### config.mk
export PLATFORM = sky130hd
export DESIGN_NAME = tmr_timebase
export DESIGN_NICKNAME = d
export VERILOG_FILES = /design/src/rtl/tmr_pkg.sv /design/src/rtl/tmr_prescaler.sv /design/src/rtl/tmr_counter.sv /design/src/rtl/tmr_repeat.sv /design/src/rtl/tmr_timebase.sv
export SDC_FILE = /design/constraint.sdc
export NUM_CORES = 1
export LEC_CHECK = 0
export BUFFER_PORTS_ARGS = -buffer_cell sky130_fd_sc_hd__buf_2
export CORE_MARGIN = 3
export CORE_UTILIZATION = 45
export CTS_CLUSTER_SIZE = 40
export DETAILED_ROUTE_END_ITERATION = 12
export GPL_TIMING_DRIVEN = 0
export PLACE_DENSITY_LB_ADDON = 0.2
export SLEW_MARGIN = 10
export SYNTH_ARGS = -nofsm -noshare
export SYNTH_HDL_FRONTEND = slang
export SYNTH_SLANG_ARGS = --single-unit
### constraint.sdc
create_clock -name clk -period 4 [get_ports clk]
set_input_delay 0.6 -clock clk [delete_from_list [all_inputs] [get_ports clk]]
set_output_delay 0.6 -clock clk [all_outputs]
set_load 0.02 [all_outputs]
### src/rtl/tmr_pkg.sv
package tmr_pkg;

    typedef enum logic [1:0] {
        MODE_UP    = 2'b00,
        MODE_DOWN  = 2'b01,
        MODE_CTR   = 2'b10,
        MODE_CTR_B = 2'b11
    } tmr_mode_e;

    typedef enum logic {
        ST_RISE = 1'b0,
        ST_FALL = 1'b1
    } dir_state_e;

    typedef enum logic [1:0] {
        SEL_DIV  = 2'b00,
        SEL_PER  = 2'b01,
        SEL_REP  = 2'b10,
        SEL_NONE = 2'b11
    } wr_sel_e;

endpackage

### src/rtl/tmr_prescaler.sv
module tmr_prescaler #(
    parameter int PSC_W = 16
) (
    input  logic             clk,
    input  logic             rst_n,
    input  logic             en,
    input  logic             clr,
    input  logic [PSC_W-1:0] div_act,
    output logic             tick
);
    logic [PSC_W-1:0] pcnt_q;
    logic             at_last;

    assign at_last = (pcnt_q >= div_act);
    assign tick    = en && !clr && at_last;

    always_ff @(posedge clk or negedge rst_n) begin
        if (!rst_n) begin
            pcnt_q <= '0;
        end else if (clr) begin
            pcnt_q <= '0;
        end else if (en) begin
            pcnt_q <= at_last ? '0 : pcnt_q + 1'b1;
        end
    end
endmodule

### src/rtl/tmr_counter.sv
module tmr_counter
    import tmr_pkg::*;
#(
    parameter int CNT_W = 16
) (
    input  logic             clk,
    input  logic             rst_n,
    input  logic             tick,
    input  logic             clr,
    input  logic [1:0]       mode,
    input  logic [CNT_W-1:0] period_act,
    input  logic [CNT_W-1:0] period_next,
    output logic [CNT_W-1:0] count,
    output logic             wrap,
    output logic             dir_down
);
    dir_state_e       state_q, state_d;
    logic [CNT_W-1:0] count_q, count_d;
    logic             going_down;
    logic             at_end;
    logic             ctr_mode;

    assign ctr_mode   = mode[1];
    assign going_down = (mode == MODE_DOWN) || (ctr_mode && state_q == ST_FALL);
    assign at_end     = going_down ? (count_q == '0) : (count_q >= period_act);
    assign wrap       = tick && !clr && at_end;

    // state register
    always_ff @(posedge clk or negedge rst_n) begin
        if (!rst_n) state_q <= ST_RISE;
        else        state_q <= state_d;
    end

    // next-state logic
    always_comb begin
        state_d = state_q;
        if (clr) begin
            state_d = (mode == MODE_DOWN) ? ST_FALL : ST_RISE;
        end else begin
            unique case (state_q)
                ST_RISE: begin
                    if (mode == MODE_DOWN)      state_d = ST_FALL;
                    else if (ctr_mode && wrap)  state_d = ST_FALL;
                end
                ST_FALL: begin
                    if (mode == MODE_UP)        state_d = ST_RISE;
                    else if (ctr_mode && wrap)  state_d = ST_RISE;
                end
            endcase
        end
    end

    // count value
    always_comb begin
        count_d = count_q;
        if (clr) begin
            count_d = (mode == MODE_DOWN) ? period_next : '0;
        end else if (tick) begin
            if (!at_end) begin
                count_d = going_down ? count_q - 1'b1 : count_q + 1'b1;
            end else if (ctr_mode) begin
                if (going_down) count_d = (period_next == '0) ? '0 : CNT_W'(1);
                else            count_d = (period_act == '0) ? '0 : period_act - 1'b1;
            end else begin
                count_d = going_down ? period_next : '0;
            end
        end
    end

    always_ff @(posedge clk or negedge rst_n) begin
        if (!rst_n) count_q <= '0;
        else        count_q <= count_d;
    end

    // outputs
    assign count    = count_q;
    assign dir_down = going_down;
endmodule

### src/rtl/tmr_repeat.sv
module tmr_repeat #(
    parameter int REP_W = 8
) (
    input  logic             clk,
    input  logic             rst_n,
    input  logic             en,
    input  logic             hw_evt,
    input  logic             reload,
    input  logic [REP_W-1:0] rep_pre,
    output logic             irq
);
    logic [REP_W-1:0] rcnt_q;
    logic             at_zero;

    assign at_zero = (rcnt_q == '0);
    assign irq     = hw_evt && !reload && at_zero;

    always_ff @(posedge clk or negedge rst_n) begin
        if (!rst_n) begin
            rcnt_q <= '0;
        end else if (reload) begin
            rcnt_q <= rep_pre;
        end else if (en && hw_evt) begin
            rcnt_q <= at_zero ? rep_pre : rcnt_q - 1'b1;
        end
    end
endmodule

### src/rtl/tmr_timebase.sv
module tmr_timebase
    import tmr_pkg::*;
#(
    parameter int CNT_W = 16,
    parameter int PSC_W = 16,
    parameter int REP_W = 8
) (
    input  logic                                          clk,
    input  logic                                          rst_n,
    input  logic                                          cnt_en,
    input  logic [1:0]                                    mode,
    input  logic                                          wr_en,
    input  logic [1:0]                                    wr_sel,
    input  logic [((CNT_W > PSC_W) ? CNT_W : PSC_W)-1:0]  wr_data,
    input  logic                                          sw_update,
    output logic [CNT_W-1:0]                              count_value,
    output logic                                          update_evt,
    output logic                                          update_irq,
    output logic                                          dir_down
);
    localparam int WR_W = (CNT_W > PSC_W) ? CNT_W : PSC_W;

    logic [PSC_W-1:0] div_pre_q, div_act_q;
    logic [CNT_W-1:0] per_pre_q, per_act_q;
    logic [REP_W-1:0] rep_pre_q;
    logic             tick;
    logic             hw_evt;

    // preload copies
    always_ff @(posedge clk or negedge rst_n) begin
        if (!rst_n) begin
            div_pre_q <= '0;
            per_pre_q <= '1;
            rep_pre_q <= '0;
        end else if (wr_en) begin
            unique case (wr_sel)
                SEL_DIV:  div_pre_q <= wr_data[PSC_W-1:0];
                SEL_PER:  per_pre_q <= wr_data[CNT_W-1:0];
                SEL_REP:  rep_pre_q <= wr_data[REP_W-1:0];
                SEL_NONE: ;
            endcase
        end
    end

    // active copies, loaded only on an update event
    always_ff @(posedge clk or negedge rst_n) begin
        if (!rst_n) begin
            div_act_q <= '0;
            per_act_q <= '1;
        end else if (update_evt) begin
            div_act_q <= div_pre_q;
            per_act_q <= per_pre_q;
        end
    end

    tmr_prescaler #(.PSC_W(PSC_W)) u_psc (
        .clk     (clk),
        .rst_n   (rst_n),
        .en      (cnt_en),
        .clr     (sw_update),
        .div_act (div_act_q),
        .tick    (tick)
    );

    tmr_counter #(.CNT_W(CNT_W)) u_cnt (
        .clk         (clk),
        .rst_n       (rst_n),
        .tick        (tick),
        .clr         (sw_update),
        .mode        (mode),
        .period_act  (per_act_q),
        .period_next (per_pre_q),
        .count       (count_value),
        .wrap        (hw_evt),
        .dir_down    (dir_down)
    );

    tmr_repeat #(.REP_W(REP_W)) u_rep (
        .clk     (clk),
        .rst_n   (rst_n),
        .en      (cnt_en),
        .hw_evt  (hw_evt),
        .reload  (sw_update),
        .rep_pre (rep_pre_q),
        .irq     (update_irq)
    );

    assign update_evt = hw_evt || sw_update;

    logic unused_wr;
    assign unused_wr = ^wr_data[WR_W-1:0];
endmodule

== Yosys cells after proc, flatten, opt, wreduce, memory -nomap -nowiden ==
Cells that the tools add are included.

* $add $sub $neg: 5
* $lt $le $gt $ge: 2
* Equality and inequality tests: 3
* Multiplexer cells: 24
* Bitwise operators: 1
* Reductions and logical operators: 24

{| class="wikitable"
|+ Operators by type and width
! operator !! number
|-
| $mux 16 || 12
|-
| $logic_not 16->1 || 3
|-
| $add 16x1->16 const B || 2
|-
| $ge 16x16->1 || 2
|-
| $sub 16x1->16 const B || 2
|-
| $mux 8 || 3
|-
| $logic_and 1x1->1 || 9
|-
| $logic_not 8->1 || 1
|-
| $mux 1 || 8
|-
| $sub 8x1->8 const B || 1
|-
| $reduce_and 2->1 || 3
|-
| $reduce_bool 2->1 || 3
|-
| $eq 2x1->1 const B || 2
|-
| $logic_not 2->1 || 2
|-
| $eq 2x2->1 const B || 1
|-
| $logic_or 1x1->1 || 2
|-
| $pmux 1 s2 || 1
|-
| $logic_not 1->1 || 1
|-
| $not 1->1 || 1
|}

* Register bits: 113
* Bits of input ports: 25
* Logic and storage cells: 68

== Logic depth before layout (Yosys ltp) ==
Gate-level depths: netlist (run 1).

* Word-level depth: 10
* Mapped depth: 11

== Modules after synthesis ==
A second synthesis (run 1) with hierarchy kept.

* Cells, all modules: 712
* Area, all modules: 7160.6 µm²

{| class="wikitable"
|+ Modules (own cells, without submodules)
! module !! instances !! cells each !! area an instance (µm²) !! sequential area each (µm²)
|-
| tmr_timebase || 1 || 154 || 2735.1 || 1841.8
|-
| tmr_counter || 1 || 335 || 2562.5 || 425.4
|-
| tmr_prescaler || 1 || 153 || 1257.5 || 400.4
|-
| tmr_repeat || 1 || 70 || 605.6 || 200.2
|}

== Least setup slack after synthesis (run 1) ==
No wires, ideal clock.

* Kind: input to register
* Start: input mode[0]
* End: register u_cnt.count_q[9] (netlist: u_cnt.count[9])
* Setup time: 0.104 ns
* Arrival time: 3.154 ns
* Setup slack: 0.742 ns
* Stages: 11
* Path through: nor2b_1 > a21oi_2 > inv_1 > ha_1 > a2111oi_4 > o21ai_0 > a31o_2 > a21oi_1 > xnor2_1 > mux2i_1 > a221oi_1

* Cells in the longest elaborated chain, start to end: 7
* Elaborated cells between the ends (all ways): 11
* Those cells by class: eq/ne: 1; mux: 9; reduce/logical: 1

{| class="wikitable"
|+ Ends and longest elaborated chain
! item !! RTL line !! source
|-
| from (decl) || tmr_timebase.sv:11 || <nowiki>input logic [1:0] mode,</nowiki>
|-
| $eq 2x1->1 (*) || tmr_counter.sv:24 || <nowiki>assign going_down = (mode == MODE_DOWN) || (ctr_mode && state_q == ST_FALL);</nowiki>
|-
| $logic_or 1x1->1 (*) || tmr_counter.sv:24 ||
|-
| net dir_down || tmr_timebase.sv:19 || <nowiki>output logic dir_down</nowiki>
|-
| $mux 16 (on tied branches) || tmr_counter.sv:65, tmr_counter.sv:62 ||
|-
| $mux 16 || tmr_counter.sv:61 || <nowiki>end else if (ctr_mode) begin</nowiki>
|-
| $mux 16 (*) || tmr_counter.sv:59 || <nowiki>if (!at_end) begin</nowiki>
|-
| $mux 16 (*) || tmr_counter.sv:58 || <nowiki>end else if (tick) begin</nowiki>
|-
| $mux 16 (*) || tmr_counter.sv:56 || <nowiki>if (clr) begin</nowiki>
|-
| to (signal assigned) || tmr_counter.sv:72 || <nowiki>else count_q <= count_d;</nowiki>
|-
| to (decl) || tmr_counter.sv:18 || <nowiki>logic [CNT_W-1:0] count_q, count_d;</nowiki>
|}

The timed path passes the listed nets; every way through them passes the cells marked *. The select of a mux whose other input is x is not followed.
A chain may end at the register's enable or synchronous reset.

== Worst setup path in the final report (run 1) ==
* Start: register u_cnt.count_q[0] (netlist: u_cnt.count[0])
* End: output update_evt

* Cells in the longest elaborated chain, start to end: 4
* Elaborated cells between the ends (all ways): 5
* Those cells by class: order compare: 1; mux: 1; reduce/logical: 3

{| class="wikitable"
|+ Ends and longest elaborated chain
! item !! RTL line !! source
|-
| $ge 16x16->1 or $logic_not 16->1 (tied branches) || tmr_counter.sv:25 || <nowiki>assign at_end = going_down ? (count_q == '0) : (count_q >= period_act);</nowiki>
|-
| $mux 1 (*) || tmr_counter.sv:25 ||
|-
| $logic_and 1x1->1 (*) || tmr_counter.sv:26 || <nowiki>assign wrap = tick && !clr && at_end;</nowiki>
|-
| $logic_or 1x1->1 (*) || tmr_timebase.sv:88 || <nowiki>assign update_evt = hw_evt || sw_update;</nowiki>
|-
| to (decl) || tmr_timebase.sv:17 || <nowiki>output logic update_evt,</nowiki>
|}

Mark *: on every way between the ends. The rest lies on a longest branch, timed or not.

==> results.py, run 1 <==
metrics = {
    "run_status": {
        "status": "completed",
    },
    "route": {
        "drtIter0Drc": 382,
        "ant_nets": 0,
        "wl_um": 18560,
        "drc": 0,
        "drt_pass1_iterations": 7,
        "wl_per_cell_um": 19.66,
        "vias": 5705,
        "vias_per_cell": 6.043,
    },
    "critical_path": {
        "r2r_cells": 10,
        "crit_path_end_kind": "output pin",
        "start_kind": "flop",
        "worstPathCellList": "inv_1 -> ha_1 -> nand2b_1 -> a2111o_1 -> a21oi_2 -> o211ai_2 -> a31oi_4 -> buf_6 -> buf_6 -> inv_1 -> buf_2",
        "rr_startpoint": "u_cnt.state_q",
        "r2r_slack_ns": 0.47,
        "cp.required_ns": 3.40,
        "endpoint": "update_evt",
        "cpPeakStageDelay_ns": 0.46,
        "worstPathMaxFanout": 10,
        "cp-startpoint": "u_cnt.count[0]",
        "critPathArrivalTime_ns": 3.17,
        "path_class": "reg2out",
        "cpMaxStageDelayCell": "dfrtp_1",
        "reg2reg_to": "u_cnt.count[15]",
    },
    "global_route": {
        "grtUsageTotal_pct": 22.83,
        "grt_max_degree": 58,
        "grt-ovfl-total": 0,
        "antenna_found_initial": 0,
        "grt_pass1_wl_um": 30410,
        "grt_pass1_vias": 5944,
    },
    "clock_network": {
        "h-tree-depth": 4,
        "cts_tree": "yes",
        "clock-root-buffer": "clkbuf_16",
        "cts_max_path_buffers": 2,
        "clkTransAtPathRegs_ns": 0.05,
        "cts.sinks": 113,
        "insertion_delay_ns": 0.41,
        "cts_made_buffers": 17,
    },
    "finish": {
        "nets": 824,
        "nFillCells": 1281,
        "stdcell_area_um2": 8229,
        "syn2layout_area_growth_pct": 17.40,
        "drive_gt1_share_pct": 28.68,
        "diodes": 0,
        "final_core_utilization_pct": 55.36,
    },
    "timing": {
        "finalHoldViolations": 0,
        "setup_viol_count_final": 0,
        "timing.final.crit_share_pct": 94.27,
        "holdWs_ns": 0.1448,
        "slew_headroom_pct": 34.39,
        "finClkSkew_ns": 0.008586,
        "fin_crit_ns": 3.771,
        "tightest_slew_ns": 0.9820,
        "rsz0062_at_grt": "no",
        "fmax_mhz": 265.2,
        "fin_tns_setup_ns": 0,
        "drv_slew": 0,
    },
    "logic_synthesis": {
        "ys_seq_elements": 113,
        "synth-warning-count": 0,
        "syn_area_um2": 7009,
        "synth_common_cells": "81 x dfrtp_1, 72 x mux2_2, 56 x o21ai_0, 51 x ha_1, 44 x inv_1",
        "synth_cell_type_count": 70,
        "synth_largest_area_cell": "dfrtp_1",
        "synth-edff-count": 0,
        "synth_area_per_cell_um2": 10.29,
        "synth_most_common_cell": "dfrtp_1",
        "synth-seq-area-share_pct": 40.91,
        "synth_cells": 681,
        "synth_ff_type": "dfrtp_1",
        "synth_top_area_share_pct": 28.92,
        "syn_nets": 758,
        "ys_async_sr_fraction_pct": 100.0,
        "ys_top_cells_by_area": "dfrtp_1 29%, dfstp_2 12%, mux2_2 12%",
    },
    "power_and_ir_drop": {
        "pwr_density_cell_nw_per_um2": 544.1,
        "peakVddDrop_mv": 0.3405,
        "leakage_nw": 3.662,
        "totalPowerFinal_mw": 4.477,
    },
    "run": {
        "maxCapViolations": 0,
    },
    "placement": {
        "gp_congestion": 0.9624,
        "port-buffer-count": 43,
        "placed_area_um2": 7488,
        "dp_hpwl_um": 13930,
    },
    "hold_path": {
        "hp-class": "in2async",
    },
    "die": {
        "io_pins": 44,
        "start_util_pct": 47.15,
        "die-width_um": 130.8,
        "rows": 44,
        "core-area_um2": 14860,
        "dieArea_um2": 17110,
        "fp.dieH_um": 130.8,
    },
}
-- worst min-delay path by stage --
| stage | from | to | slack, ns |
|---|---|---|---|
| floorplan | rst_n | div_act_q[0] | 0.30 |
| global placement | u_rep.rcnt_q[7] | u_rep.rcnt_q[7] | 0.48 |
| detailed placement | u_psc.pcnt_q[15] | u_psc.pcnt_q[15] | 0.49 |
| CTS | rst_n | u_psc.pcnt_q[1] | 0.17 |
| global route | rst_n | u_psc.pcnt_q[0] | 0.20 |
| finish | rst_n | u_psc.pcnt_q[0] | 0.14 |
-- metrics by stage --
step / setup slack [ns] / std cells
after floorplan: 0.7421 / 681
after CTS: 0.09502 / 941
after detailed placement: 0.08396 / 909
after global routing: 0.04783 / 944
final: 0.2292 / 944
after global placement: 0.1159 / 908
-- sequential cells by signal, indices dropped and copies added (netlist names) --
signal / cells
per_pre_q: 16
u_cnt.count: 16
div_act_q: 16
rep_pre_q: 8
per_act_q: 16
u_rep.rcnt_q: 8
u_cnt.state_q: 1
div_pre_q: 16
u_psc.pcnt_q: 16
-- power by group --
group	switching (mW)	total, mW	internal [mW]
Sequential	0.229	1.63	1.40
Combinational	0.572	1.05	0.476
Clock	0.519	1.80	1.28
-- critical path, delay by kind of cell (launching register included) --
family,cells,cell delay (ns)
adder cells (fa/ha/maj),1,0.30
buffers and inverters,5,0.67
flip-flops,1,0.46
AO/OA/AOI/OAI,4,1.17
AND/OR/NAND/NOR,1,0.15
-- cell usage in the layout, fill, tap and decap left out, types with 4 or more instances in the layout --
cell type | synthesis | final
nor4_1 | 10 | 10
a31o_2 | 4 | 4
nor2b_1 | 5 | 5
inv_1 | 44 | 44
buf_2 | 3 | 45
nor2_1 | 39 | 39
clkbuf_1 | 12 | 14
ha_1 | 51 | 51
nand4_1 | 9 | 9
a221oi_1 | 6 | 6
a21o_1 | 8 | 8
o21ai_0 | 56 | 56
dfstp_2 | 32 | 32
buf_4 | 5 | 8
clkbuf_16 | 0 | 17
xnor2_1 | 22 | 22
a31oi_1 | 7 | 7
nand2b_1 | 8 | 8
mux2_2 | 72 | 72
a21oi_1 | 26 | 25
a22oi_1 | 11 | 11
xor2_1 | 6 | 6
nor3_1 | 11 | 11
a211oi_1 | 7 | 7
and3_1 | 10 | 10
o211ai_1 | 5 | 5
nand3_1 | 17 | 17
mux2i_1 | 4 | 4
o31ai_1 | 9 | 9
o21ai_1 | 9 | 9
dfrtp_1 | 81 | 81
bufinv_16 | 0 | 7
nand2_1 | 36 | 36
or3_1 | 4 | 4
-- logic make-up (layout without fill, tap and decap cells) --
family	after synthesis	after routing	share of synthesized area, %
AOI/OAI and AO/OA	178	178	17.51
adders and majority gates	52	52	9.389
buffers and inverters	66	145	4.070
xor gates and xnor gates	28	28	3.499
and+or+nand+nor	168	168	12.48
DFF	113	113	40.91
muxes	76	76	12.14
-- cell type report --
type / instances / area (µm²) / share of cell area, %
well taps: 184 / 230.2 / 2.798
clock buffers: 22 / 474.2 / 5.763
inverters: 44 / 165.2 / 2.007
multi-input cells: 502 / 3872 / 47.06
flip-flops and latches: 113 / 2868 / 34.85
clock inverters: 10 / 227.7 / 2.767
plain buffers: 22 / 120.1 / 1.460
repair buffers: 47 / 271.5 / 3.299
-- routing by layer --
| metal | share of wire, % | up-vias | routed length (µm) | track usage [%] |
|---|---|---|---|---|
| met5 | 0 | - | 0 | 0 |
| met4 | 1.9 | 0 | 359 | 7.985 |
| met3 | 4.8 | 30 | 900 | 4.268 |
| met2 | 48 | 186 | 8830 | 37.11 |
| met1 | 46 | 2834 | 8470 | 30.69 |
| li1 | - | 2655 | - | - |
-- repair_timing --
action	CTS	global route
resized for setup	0	2
buffers inserted	0	3
hold buffers	0	0
endpoints found under the hold margin	0	0
endpoints found under the setup margin	0	1
No activity file was read; power rests on OpenSTA's default activity.
==> inputs of run 2 (changes only) <==
--- a/config.mk
+++ b/config.mk
@@ -12,6 +12,7 @@
 export DETAILED_ROUTE_END_ITERATION = 12
 export GPL_TIMING_DRIVEN = 0
 export PLACE_DENSITY_LB_ADDON = 0.2
+export RECOVER_POWER = 25
 export SLEW_MARGIN = 10
 export SYNTH_ARGS = -nofsm -noshare
 export SYNTH_HDL_FRONTEND = slang
==> run 2 against run 1 <==
Effect of this change:
- the flow now finishes with violations (capacitance limit, slew limit)
- via count is the same
- clock skew is the same
- clock power is essentially flat
- sequential share of layout area is essentially flat
- hold slack gained 0.30 ns
- combinational power is essentially flat
- global-route usage is the same
- critical path depth is the same
- non-clock buffer count is the same
- critical endpoint unchanged
- largest cell class unchanged
==> results.py, run 2 (synthesis results as in run 1) <==
metrics = {
    "timing": {
        "setup_ws_ns": 0.2292,
        "finClkSkew_ns": 0.008586,
        "rsz0062_at_grt": "no",
        "drv_slew": 57,
        "fin_crit_ns": 3.771,
        "holdWs_ns": 0.4489,
        "slew_headroom_pct": -114.4,
        "fin_tns_setup_ns": 0,
        "tightest_slew_ns": 3.216,
        "fmax_mhz": 265.2,
        "timing.final.crit_share_pct": 94.27,
        "setup_viol_count_final": 0,
        "finalHoldViolations": 0,
    },
    "global_route": {
        "grtUsageTotal_pct": 22.83,
        "grt_pass1_vias": 5944,
        "grt_pass1_wl_um": 30410,
        "antenna_found_initial": 0,
        "grt_max_degree": 58,
        "grt-ovfl-total": 0,
    },
    "die": {
        "rows": 44,
        "die-width_um": 130.8,
        "dieArea_um2": 17110,
        "fp.dieH_um": 130.8,
        "io_pins": 44,
        "core-area_um2": 14860,
        "start_util_pct": 47.15,
    },
    "clock_network": {
        "clkTransAtPathRegs_ns": 0.05,
        "insertion_delay_ns": 0.41,
        "hold_buffers": 0,
        "clock-root-buffer": "clkbuf_16",
        "cts.sinks": 113,
        "cts_tree": "yes",
        "h-tree-depth": 4,
        "cts_max_path_buffers": 2,
        "cts_made_buffers": 17,
    },
    "finish": {
        "drive_gt1_share_pct": 28.55,
        "final_cell_mix": "81 x dfrtp_1, 72 x mux2_2, 56 x o21ai_0",
        "stdcell_area_um2": 8222,
        "layout_commonest_cell": "dfrtp_1",
        "final_core_utilization_pct": 55.31,
        "nets": 824,
        "multi_input_area_um2": 3872,
        "syn2layout_area_growth_pct": 17.30,
        "nFillCells": 1282,
        "diodes": 0,
        "seqCellArea_um2": 2868,
    },
    "placement": {
        "gp_congestion": 0.9624,
        "dp_slack_ns": 0.08396,
        "dp_hpwl_um": 13930,
        "port-buffer-count": 43,
        "placed_area_um2": 7488,
    },
    "route": {
        "ant_nets": 0,
        "vias": 5705,
        "wl_per_cell_um": 19.67,
        "drc": 0,
        "wl_um": 18560,
        "drt_pass1_iterations": 7,
        "vias_per_cell": 6.043,
        "drtIter0Drc": 382,
    },
    "critical_path": {
        "reg2reg_to": "u_cnt.count[15]",
        "worstPathCellList": "inv_1 -> ha_1 -> nand2b_1 -> a2111o_1 -> a21oi_2 -> o211ai_2 -> a31oi_4 -> buf_6 -> buf_6 -> inv_1 -> buf_2",
        "worstPathMaxFanout": 10,
        "path_buf_inv": 5,
        "r2r_slack_ns": 0.47,
        "start_kind": "flop",
        "rr_startpoint": "u_cnt.state_q",
        "r2r_cells": 10,
        "path_class": "reg2out",
        "cpPeakStageDelay_ns": 0.46,
        "critPathArrivalTime_ns": 3.17,
        "cpMaxStageDelayCell": "dfrtp_1",
        "cp.required_ns": 3.40,
        "cp_top_family": "compound AO/OA/AOI/OAI gates",
        "crit_path_end_kind": "output pin",
    },
    "power_and_ir_drop": {
        "peakVddDrop_mv": 0.3405,
        "pwr_density_cell_nw_per_um2": 544.6,
        "leakage_nw": 3.657,
    },
    "hold_path": {
        "hold_depth": 2,
        "hold_start": "wr_data[12]",
        "min_to": "per_pre_q[12]",
        "hp-class": "in2reg",
    },
    "run": {
        "maxCapViolations": 1,
    },
    "run_status": {
        "status": "finished, violations left",
        "violations": "capacitance limit, slew limit",
    },
}
-- run 2: repair_timing --
item | CTS | global route
endpoints found under the setup margin | 0 | 1
setup buffers | 0 | 3
resized for setup | 0 | 2
-- run 2: how the worst max path moves through the flow --
stage	depth (start not counted)	end	from
after floorplan	11	u_cnt.count[9]	mode[0]
after global placement	12	u_cnt.count[15]	mode[0]
after detailed placement	12	u_cnt.count[15]	mode[0]
after CTS	11	update_evt	u_cnt.count[0]
after global routing	11	update_evt	u_cnt.count[0]
final	11	update_evt	u_cnt.count[0]
-- run 2: power by group --
group	switching (mW)	internal, mW
Sequential	0.229	1.40
Combinational	0.572	0.476
Clock	0.519	1.28
-- run 2: stage by stage --
stage / power [mW] / instances
3_5_place_dp: 2.654 / 909
2_1_floorplan: 2.311 / 681
3_3_place_gp: 2.591 / 908
4_1_cts: 4.465 / 941
5_1_grt: 4.700 / 944
6_report: 4.477 / 944
-- run 2: per-layer routing --
metal	track usage (%)	wire, µm
met3	4.268	900
met5	0	0
met2	37.11	8829
met4	7.985	359
met1	30.69	8475
-- run 2: layout make-up --
| type | count | area share (%) |
|---|---|---|
| timing repair buffer | 47 | 3.211 |
| sequential | 113 | 34.88 |
| clock inverter | 10 | 2.770 |
| clock buffer | 22 | 5.768 |
| inverter | 44 | 2.009 |
| buffer | 22 | 1.461 |
| multi-input combinational | 502 | 47.10 |
| tap | 184 | 2.800 |
